`config.mk`:
```
export PLATFORM = sky130hd
export DESIGN_NAME = chanmux_top
export DESIGN_NICKNAME = d
export VERILOG_FILES = /design/src/rtl/chanmux_pkg.sv /design/src/rtl/chanmux_sync.sv /design/src/rtl/chanmux_datapath.sv /design/src/rtl/chanmux_control.sv /design/src/rtl/chanmux_top.sv
export SDC_FILE = /design/constraint.sdc
export NUM_CORES = 1
export LEC_CHECK = 0
export BUFFER_PORTS_ARGS = -buffer_cell sky130_fd_sc_hd__clkbuf_2
export CAP_MARGIN = 20
export CORE_MARGIN = 5
export CORE_UTILIZATION = 50
export CTS_CLUSTER_DIAMETER = 50
export CTS_CLUSTER_SIZE = 20
export DETAILED_ROUTE_END_ITERATION = 7
export PLACE_DENSITY = 0.72
export SYNTH_ARGS = -nofsm -noshare
export SYNTH_HDL_FRONTEND = slang
export SYNTH_SLANG_ARGS = --single-unit
```
`constraint.sdc`:
```
create_clock -name clk -period 2 [get_ports clk]
set_input_delay 0.2 -clock clk [delete_from_list [all_inputs] [get_ports clk]]
set_output_delay 0.2 -clock clk [all_outputs]
set_load 0.02 [all_outputs]
```
`src/rtl/chanmux_pkg.sv`:
```
package chanmux_pkg;

  // Strobes issued by the sequencer to the datapath
  typedef struct packed {
    logic clearAll;   // switch every channel off
    logic latchCmd;   // copy shift register into command register
    logic applyCmd;   // drive the decoded command onto the switches
  } ctrlStrobes_t;

  typedef enum logic [1:0] {
    ST_IDLE  = 2'd0,
    ST_ARM   = 2'd1,
    ST_LIVE  = 2'd2,
    ST_DRAIN = 2'd3
  } seqState_t;

endpackage

```
`src/rtl/chanmux_sync.sv`:
```
module chanmux_sync #(
  parameter int STAGES  = 2,
  parameter bit RST_VAL = 1'b0
) (
  input  logic clk,
  input  logic rst_n,
  input  logic din,
  output logic syncOut,
  output logic prevOut
);
  logic [STAGES:0] chain;

  always_ff @(posedge clk or negedge rst_n) begin
    if (!rst_n) chain <= {(STAGES+1){RST_VAL}};
    else        chain <= {chain[STAGES-1:0], din};
  end

  assign syncOut = chain[STAGES-1];
  assign prevOut = chain[STAGES];
endmodule

```
`src/rtl/chanmux_datapath.sv`:
```
module chanmux_datapath
  import chanmux_pkg::*;
#(
  parameter int NUM_CH      = 8,
  parameter int SYNC_STAGES = 2,
  localparam int CH_BITS    = $clog2(NUM_CH),
  localparam int CMD_BITS   = CH_BITS + 1
) (
  input  logic              clk,
  input  logic              rst_n,
  input  logic              serClk,
  input  logic              selectN,
  input  logic              data1In,
  input  logic              data2In,
  input  ctrlStrobes_t      strobes,
  output logic              selFall,
  output logic              selRise,
  output logic              data1Out,
  output logic              data1Oe,
  output logic              data2Out,
  output logic              data2Oe,
  output logic [NUM_CH-1:0] chanEn
);
  logic clkSync, clkPrev, selSync, selPrev, datSync, datPrev;

  chanmux_sync #(.STAGES(SYNC_STAGES), .RST_VAL(1'b0)) u_syncClk (
    .clk(clk), .rst_n(rst_n), .din(serClk), .syncOut(clkSync), .prevOut(clkPrev));
  chanmux_sync #(.STAGES(SYNC_STAGES), .RST_VAL(1'b0)) u_syncSel (
    .clk(clk), .rst_n(rst_n), .din(selectN), .syncOut(selSync), .prevOut(selPrev));
  chanmux_sync #(.STAGES(SYNC_STAGES), .RST_VAL(1'b0)) u_syncDat (
    .clk(clk), .rst_n(rst_n), .din(data1In), .syncOut(datSync), .prevOut(datPrev));

  logic serRise;
  assign serRise = clkSync & ~clkPrev;
  assign selFall = selPrev & ~selSync;
  assign selRise = selSync & ~selPrev;

  // Command shift register, newest bit at LSB
  logic [CMD_BITS-1:0] shiftReg;
  always_ff @(posedge clk or negedge rst_n) begin
    if (!rst_n)                   shiftReg <= '0;
    else if (serRise && selSync)  shiftReg <= {shiftReg[CMD_BITS-2:0], datSync};
  end

  logic [CMD_BITS-1:0] cmdReg;
  always_ff @(posedge clk or negedge rst_n) begin
    if (!rst_n)                cmdReg <= '0;
    else if (strobes.latchCmd) cmdReg <= shiftReg;
  end

  // Channel decoder
  logic [NUM_CH-1:0] decoded;
  for (genvar i = 0; i < NUM_CH; i++) begin : g_dec
    assign decoded[i] = cmdReg[CMD_BITS-1] && (cmdReg[CH_BITS-1:0] == CH_BITS'(i));
  end

  always_ff @(posedge clk or negedge rst_n) begin
    if (!rst_n)                chanEn <= '0;
    else if (strobes.clearAll) chanEn <= '0;
    else if (strobes.applyCmd) chanEn <= decoded;
  end

  // Pin direction, both released in reset
  always_ff @(posedge clk or negedge rst_n) begin
    if (!rst_n) begin
      data1Oe <= 1'b0;
      data2Oe <= 1'b0;
    end else begin
      data2Oe <= selSync;
      data1Oe <= ~selSync;
    end
  end

  assign data2Out = shiftReg[CMD_BITS-1];
  assign data1Out = data2In;

  assert_onehot_R1: assert property (@(posedge clk) disable iff (!rst_n)
    $onehot0(chanEn));

  assert_shift_hold_R2: assert property (@(posedge clk) disable iff (!rst_n)
    !selSync |=> $stable(shiftReg));

  assert_pins_exclusive_R9: assert property (@(posedge clk) disable iff (!rst_n)
    !(data1Oe && data2Oe));
endmodule

```
`src/rtl/chanmux_control.sv`:
```
module chanmux_control
  import chanmux_pkg::*;
#(
  parameter int ON_DELAY  = 4,
  parameter int OFF_DELAY = 3,
  localparam int MAX_DLY  = (ON_DELAY > OFF_DELAY) ? ON_DELAY : OFF_DELAY,
  localparam int CNT_W    = $clog2(MAX_DLY + 1)
) (
  input  logic         clk,
  input  logic         rst_n,
  input  logic         selFall,
  input  logic         selRise,
  output ctrlStrobes_t strobes
);
  seqState_t state, nextState;
  logic [CNT_W-1:0] cnt;
  logic restart;

  always_comb begin
    nextState = state;
    strobes   = '0;
    restart   = 1'b0;
    if (selFall) begin
      strobes.clearAll = 1'b1;
      strobes.latchCmd = 1'b1;
      nextState        = ST_ARM;
      restart          = 1'b1;
    end else begin
      unique case (state)
        ST_ARM: begin
          if (selRise) nextState = ST_IDLE;
          else if (cnt == CNT_W'(ON_DELAY - 1)) begin
            strobes.applyCmd = 1'b1;
            nextState        = ST_LIVE;
          end
        end
        ST_LIVE: begin
          if (selRise) begin
            nextState = ST_DRAIN;
            restart   = 1'b1;
          end
        end
        ST_DRAIN: begin
          if (cnt == CNT_W'(OFF_DELAY - 1)) begin
            strobes.clearAll = 1'b1;
            nextState        = ST_IDLE;
          end
        end
        default: nextState = ST_IDLE;
      endcase
    end
  end

  always_ff @(posedge clk or negedge rst_n) begin
    if (!rst_n) begin
      state <= ST_IDLE;
      cnt   <= '0;
    end else begin
      state <= nextState;
      if (restart)                                   cnt <= '0;
      else if (state == ST_ARM || state == ST_DRAIN) cnt <= cnt + 1'b1;
    end
  end

  assert_counter_bound_R5: assert property (@(posedge clk) disable iff (!rst_n)
    cnt <= CNT_W'(MAX_DLY));
endmodule

```
`src/rtl/chanmux_top.sv`:
```
module chanmux_top
  import chanmux_pkg::*;
#(
  parameter int NUM_CH      = 8,
  parameter int ON_DELAY    = 4,
  parameter int OFF_DELAY   = 3,
  parameter int SYNC_STAGES = 2
) (
  input  logic              clk,
  input  logic              rst_n,
  input  logic              serClk,
  input  logic              selectN,
  input  logic              data1In,
  output logic              data1Out,
  output logic              data1Oe,
  input  logic              data2In,
  output logic              data2Out,
  output logic              data2Oe,
  output logic [NUM_CH-1:0] chanEn
);
  ctrlStrobes_t strobes;
  logic selFall, selRise;

  chanmux_datapath #(.NUM_CH(NUM_CH), .SYNC_STAGES(SYNC_STAGES)) u_dp (
    .clk(clk), .rst_n(rst_n), .serClk(serClk), .selectN(selectN),
    .data1In(data1In), .data2In(data2In), .strobes(strobes),
    .selFall(selFall), .selRise(selRise),
    .data1Out(data1Out), .data1Oe(data1Oe),
    .data2Out(data2Out), .data2Oe(data2Oe), .chanEn(chanEn));

  chanmux_control #(.ON_DELAY(ON_DELAY), .OFF_DELAY(OFF_DELAY)) u_ctrl (
    .clk(clk), .rst_n(rst_n), .selFall(selFall), .selRise(selRise),
    .strobes(strobes));

  assert_break_before_make_R5: assert property (@(posedge clk) disable iff (!rst_n)
    ((|$past(chanEn)) && (chanEn != $past(chanEn))) |-> (chanEn == '0));

  assert_fall_clears_R5: assert property (@(posedge clk) disable iff (!rst_n)
    selFall |=> (chanEn == '0));
endmodule

```
==> reports/results.tsv, run 1 <==
metric	value	unit
run status	finished, final reports clean	
Worst EP required	2.22	ns
arrival time worst endpoint	1.82	ns
minimum clock period after layout	1.60	ns
final wirelength	2.10	mm
mapped cell area	1290	um^2
static leakage	0.717	nW
worst vdd ir	0.659	mV
Seq/Total Area, Yosys	58.1	%
die area	3700	um^2
Yosys cell types	28	
global-route wire length before repair	3.77	mm
async set-or-reset flop fraction in the synthesized netlist	100	%
unrepaired setup endpoints after global routing	no	
placeable core region	2480	um^2
total via count in the routed design	861	
IO Count	18	
slew at the pin closest to its max-slew limit	0.729	ns
fraction of final layout cells with drive strength greater than 1	19.8	%
relative area change from synthesis to final layout	16.0	%
final antenna-violating net count	0	
largest driver fanout on the critical path	3	
Yosys Warn Count	0	
CTS H-tree lvls	2	
synthesized instance count	108	
Iteration-0 DRC Markers	10	
sum of internal, switching and leakage power	1.50	mW
commonest cells in the synthesized netlist	dfrtp_1, a21oi_1, nand2_1, ha_1, inv_1	
maximum buffer depth of the clock tree	2	
number of hold-repair buffers added at the cts stage	4	
Final Setup Violations	0	
first-pass iteration count of the detailed router	4	
Setup crit start kind	flip-flop	
residual DRC count	0	
leading post-synthesis cells by cell area	dfrtp_1, ha_1, a21oi_1	
setup clock skew after layout	0.00883	ns
height of the die	60.8	um
clock latency on the worst-skew pair	0.32	ns
Post-CTS Repair Setup Buffers	0	
hold violation total from the final report	0	
most instantiated library cell after synthesis	dfrtp_1	
cell type with the highest aggregate area in the netlist	dfrtp_1	
number of filler instances in the final layout	206	
IO Port Bufs	15	
pwr dens	1000	nW/um^2
weighted congestion at the end of routability-driven global placement	0.799	
number of global-route vias before repair	905	
number of buffers created by CTS	5	
post_cts resized	0	
worst min-delay path class	flip-flop to flip-flop	
Synth Area per Inst	12.0	um^2
clock-pin transition on the worst setup and hold timing paths	0.09	ns
Max-cap violations	0	
floorplan row count	18	
worst-case headroom to the max-slew limit	51.4	%
buffer cell driving the clock tree root	clkbuf_4	
type of destination of the critical path	flip-flop	
Primary FF master, synth	dfrtp_1	
WS Path Type	flip-flop to flip-flop	
max-slew violation total from the final report	0	
number of antenna violations at the first check in global routing	0	
number of enable flip-flop cells after synthesis	0	
effective utilization at floorplan	52.1	%
HPWL reported at the end of detailed placement	1.54	mm
portion of the clock cycle consumed by the worst path in the final layout	79.8	%
setup ws final	0.403	ns
average wire per standard cell	13.1	um
overflow left after global routing	0	
Seq cells post-synth	30	
share of the synthesized area in the top cell type	58.1	%
TritonCTS sink count	30	
CTS tree	done	
total routing resource utilization after global routing	14.3	%
number of nets in the final layout	144	
die extent in x	60.8	um
final antenna diode count	0	
pin count of the biggest net entering global routing	31	
worst slack, placed	0.447	ns
Syn Nets	122	
setup tns final	0	ns
Vias/cell	5.35	
achievable clock frequency	626	MHz
[report_power, final]
group          internal, mW  switching, mW  leakage (nW)
sequential            0.702         0.0883         0.379
combinational         0.123          0.132         0.298
clock                 0.265          0.194        0.0395
[layer usage]
layer  up-vias  part of all wire [%]  global-route usage, %
met5         -                     0                      0
met1       413                    43                   16.2
li1        420                     -                      -
met2        24                    47                   22.7
met4         0                   1.3                   6.50
met3         4                   8.5                   7.02
[worst max-delay path, stage by stage, from the launching register on]
cell     delay [ns]
dfrtp_1        0.39
ha_1           0.16
ha_1           0.17
and3b_1        0.21
a211o_1        0.30
o32ai_1        0.26
[area by class of cell]
cell class	count	area, um^2	area share [%]
Clock inverter	1	30.0	2.01
Timing Repair Buffer	19	115	7.69
Clock buffer	7	45.0	3.01
Inverter	6	22.5	1.50
Tap cell	30	37.5	2.51
Sequential cell	30	751	50.1
Multi-Input combinational cell	68	497	33.2
[cell usage in the layout (no fill, tap or decap)]
cell type | Yosys | layout
nor2b_1 | 4 | 4
and3b_1 | 2 | 2
a21oi_1 | 9 | 9
inv_1 | 6 | 6
mux2_1 | 4 | 4
nor3b_1 | 1 | 1
clkbuf_4 | 0 | 5
nand3_1 | 3 | 3
dlygate4sd3_1 | 0 | 4
nand3b_1 | 2 | 2
a31o_2 | 1 | 1
nor2_1 | 5 | 5
nand2_1 | 9 | 9
or2_0 | 1 | 1
a211oi_1 | 3 | 3
o32ai_1 | 1 | 1
mux2_2 | 4 | 4
clkbuf_1 | 1 | 2
clkbuf_2 | 0 | 15
nand2b_1 | 1 | 1
bufinv_16 | 0 | 1
o22a_1 | 1 | 1
xnor2_1 | 1 | 1
a221oi_1 | 1 | 1
nand4_1 | 4 | 4
dfrtp_1 | 30 | 30
and4_1 | 1 | 1
ha_1 | 8 | 8
a211o_1 | 1 | 1
a21o_1 | 1 | 1
[kinds of logic (layout without fill, tap and decap cells)]
logic type	Yosys count	after routing	synth area share, %
fa+ha+maj	8	8	7.75
mux	8	8	6.98
xor+xnor	1	1	0.678
compound gates	18	18	9.21
simple gates	33	33	13.9
flops	30	30	58.1
buf+inv	10	33	3.39
[registers in the layout, indices dropped and copies added (netlist names)]
register	count
u_ctrl.cnt	3
u_ctrl.state	2
u_dp.chanEn	8
u_dp.cmdReg	4
u_dp.data1Oe	1
u_dp.data2Oe	1
u_dp.shiftReg	4
u_dp.u_syncClk.chain	3
u_dp.u_syncDat.chain	2
u_dp.u_syncSel.chain	2
[per-stage QoR]
| step | std cells | hold slack (ns) | utilization, % | area [um^2] |
|---|---|---|---|---|
| after floorplan | 108 | -0.0956 | - | 1290 |
| after global placement | 149 | 0.277 | 55.8 | 1380 |
| after detailed placement | 149 | 0.290 | 55.8 | 1380 |
| after CTS | 161 | 0.358 | 60.5 | 1500 |
| after global routing | 161 | 0.372 | 60.5 | 1500 |
| final | 161 | 0.350 | 60.5 | 1500 |
[path summary, 6_finish.rpt]
path	start	to	slack, ns	cells after the start
max reg2reg	u_ctrl.cnt[0]$_DFFE_PN0P_	u_ctrl.state[1]$_DFFE_PN0P_	0.40	5
max	u_ctrl.cnt[0]$_DFFE_PN0P_	u_ctrl.state[1]$_DFFE_PN0P_	0.40	5
min	u_dp.u_syncClk.chain[0]$_DFF_PN0_	u_dp.u_syncClk.chain[1]$_DFF_PN0_	0.35	0
max in group asynchronous	rst_n	u_dp.u_syncClk.chain[2]$_DFF_PN0_	1.07	2
min reg2reg	u_dp.u_syncClk.chain[0]$_DFF_PN0_	u_dp.u_syncClk.chain[1]$_DFF_PN0_	0.35	0
min in group asynchronous	rst_n	u_dp.chanEn[4]$_DFFE_PN0P_	0.46	2
(Power assumes the default switching activity.)
==> run 2: changes to the inputs <==
==> constraint.sdc (replaced) <==
create_clock -name clk -period 1.62 [get_ports clk]
set_input_delay 0.162 -clock clk [delete_from_list [all_inputs] [get_ports clk]]
set_output_delay 0.162 -clock clk [all_outputs]
set_load 0.02 [all_outputs]
==> reports/results.tsv, run 2 (synthesized netlist as in run 1, its figures left out) <==
metric	value	unit	change
run status	finished, final reports clean		unchanged
number of antenna violations at the first check in global routing	0		unchanged
CTS tree	done		unchanged
CTS H-tree lvls	2		unchanged
die area	3700	um^2	unchanged
static leakage	0.730	nW	was 0.717 nW
clock latency on the worst-skew pair	0.33	ns	was 0.32 ns
hold violation total from the final report	0		unchanged
worst min-delay path class	primary input to primary output		was flip-flop to flip-flop
die extent in x	60.8	um	unchanged
WS Path Type	flip-flop to flip-flop		unchanged
hold path startpoint	data2In		was u_dp.u_syncClk.chain[0]$_DFF_PN0_
Worst EP required	1.87	ns	was 2.22 ns
overflow left after global routing	0		unchanged
reg2reg path depth	5		unchanged
Critical Path Slowest Stage Cell	dfrtp_1		unchanged
sum of internal, switching and leakage power	1.91	mW	was 1.50 mW
leading cell type in the layout, fill and taps excluded	dfrtp_1		unchanged
Setup crit start kind	flip-flop		unchanged
final wirelength	2.10	mm	about the same
effective utilization at floorplan	52.1	%	unchanged
TritonCTS sink count	30		unchanged
average wire per standard cell	12.8	um	was 13.1 um
floorplan row count	18		unchanged
worst vdd ir	0.985	mV	was 0.659 mV
portion of the clock cycle consumed by the worst path in the final layout	93.6	%	was 79.8%
pin count of the biggest net entering global routing	31		unchanged
number of nets in the final layout	147		was 144
pwr dens	1240	nW/um^2	was 1000 nW/um^2
number of global-route vias before repair	865		was 905
worst-path cell chain	ha_1 > ha_2 > and3b_1 > a211o_1 > o32ai_2		was ha_1 > ha_1 > and3b_1 > a211o_1 > o32ai_1
total instance count after detailed placement	150		was 149
flip-flop count of the largest register, all copies and words added	8		unchanged
minimum clock period after layout	1.52	ns	was 1.60 ns
global-route wire length before repair	3.56	mm	was 3.77 mm
worst-case headroom to the max-slew limit	52.1	%	was 51.4%
buffer cell driving the clock tree root	clkbuf_4		unchanged
Vias/cell	5.35		about the same
worst hold endpoint	data1Out		was u_dp.u_syncClk.chain[1]$_DFF_PN0_
Max-cap violations	0		unchanged
max-slew violation total from the final report	0		unchanged
IO Count	18		unchanged
first-pass iteration count of the detailed router	3		was 4
crit-path leading delay family	compound AO/OA/AOI/OAI gates		unchanged
largest driver fanout on the critical path	3		unchanged
Iteration-0 DRC Markers	31		was 10
clock-pin transition on the worst setup and hold timing paths	0.10	ns	was 0.09 ns
IO Port Bufs	15		unchanged
placeable core region	2480	um^2	unchanged
maximum buffer depth of the clock tree	2		unchanged
height of the die	60.8	um	unchanged
slew at the pin closest to its max-slew limit	0.718	ns	was 0.729 ns
R2R Path Start	u_ctrl.cnt[1]$_DFFE_PN0P_		was u_ctrl.cnt[0]$_DFFE_PN0P_
Critical R2R Capture	u_ctrl.state[1]$_DFFE_PN0P_		unchanged
achievable clock frequency	659	MHz	was 626 MHz
arrival time worst endpoint	1.76	ns	was 1.82 ns
most used cells in the layout excluding fill and tap cells	dfrtp_1, clkbuf_2, nand2_1, a21oi_1, ha_1		unchanged
number of cells traversed by the worst hold path	0		unchanged
total via count in the routed design	877		was 861
largest registers ranked by flip-flop count	u_dp.chanEn: 8 flops, u_dp.cmdReg: 4 flops, u_dp.shiftReg: 4 flops		unchanged
number of buffers created by CTS	5		unchanged
weighted congestion at the end of routability-driven global placement	0.809		was 0.799
Final Setup Violations	0		unchanged
worst slack, placed	0.0282	ns	was 0.447 ns
setup ws final	0.104	ns	was 0.403 ns
HPWL reported at the end of detailed placement	1.50	mm	was 1.54 mm
worst reg-to-reg setup slack	0.10	ns	was 0.40 ns
residual DRC count	0		unchanged
total routing resource utilization after global routing	13.6	%	was 14.3%
relative area change from synthesis to final layout	19.1	%	was 16.0%
slowest cell delay on critical path	0.38	ns	was 0.39 ns
largest reg by FF count	u_dp.chanEn		unchanged
setup tns final	0	ns	unchanged
type of destination of the critical path	flip-flop		unchanged
setup clock skew after layout	0.00516	ns	was 0.00883 ns
final antenna-violating net count	0		unchanged
Buf/Inv on CP	0		unchanged
non-filler cells in the finished layout	164		was 161
fraction of final layout cells with drive strength greater than 1	24.6	%	was 19.8%
final antenna diode count	0		unchanged
instance area at placement	1390	um^2	was 1380 um^2
summed area of non-filler cells in the final layout	1540	um^2	was 1500 um^2
-- run 2: worst max path at each step --
stage / startpoint / endpoint / cells past startpoint
floorplan: u_dp.data2Oe$_DFF_PN0_ / u_ctrl.state[1]$_DFFE_PN0P_ / 5
global placement: u_ctrl.cnt[0]$_DFFE_PN0P_ / u_ctrl.state[1]$_DFFE_PN0P_ / 5
detailed placement: u_ctrl.cnt[0]$_DFFE_PN0P_ / u_ctrl.state[1]$_DFFE_PN0P_ / 5
CTS: u_ctrl.cnt[0]$_DFFE_PN0P_ / u_ctrl.state[1]$_DFFE_PN0P_ / 5
global route: u_ctrl.state[1]$_DFFE_PN0P_ / u_dp.chanEn[5]$_DFFE_PN0P_ / 5
finish: u_ctrl.cnt[1]$_DFFE_PN0P_ / u_ctrl.state[1]$_DFFE_PN0P_ / 5
-- run 2: per-stage QoR --
| step | util [%] | hold WS, ns |
|---|---|---|
| 2_1_floorplan | - | -0.134 |
| 3_3_place_gp | 56.1 | 0.238 |
| 3_5_place_dp | 56.1 | 0.251 |
| 4_1_cts | 61.1 | 0.324 |
| 5_1_grt | 62.1 | 0.324 |
| 6_report | 62.1 | 0.324 |
-- run 2: what timing repair did --
item | 4_1_cts | 5_1_grt
hold buffers | 4 | 0
endpoints found under the setup margin | 0 | 3
endpoints found under the hold margin | 33 | 0
resized for setup | 0 | 2
buffers inserted | 0 | 2
-- run 2: layer usage --
metal,GRT usage (%),up-vias,wire length [um]
met2,20.8,20,920
met4,9.29,0,56
met1,15.9,422,963
met3,5.11,6,162
met5,0,-,0
li1,-,429,-
-- run 2: cell type report --
class | count | area [um^2]
clock buffer | 5 | 37.5
multi-input combinational | 68 | 507
clock inverter | 3 | 45.0
fill | 209 | 940
inverter | 6 | 22.5
tap | 30 | 37.5
sequential | 30 | 751
timing repair buffer | 22 | 138
-- run 2: report_power, final --
part	leakage (nW)	internal [mW]	switching, mW
combinational	0.313	0.168	0.170
clock	0.0374	0.324	0.272
sequential	0.379	0.866	0.108
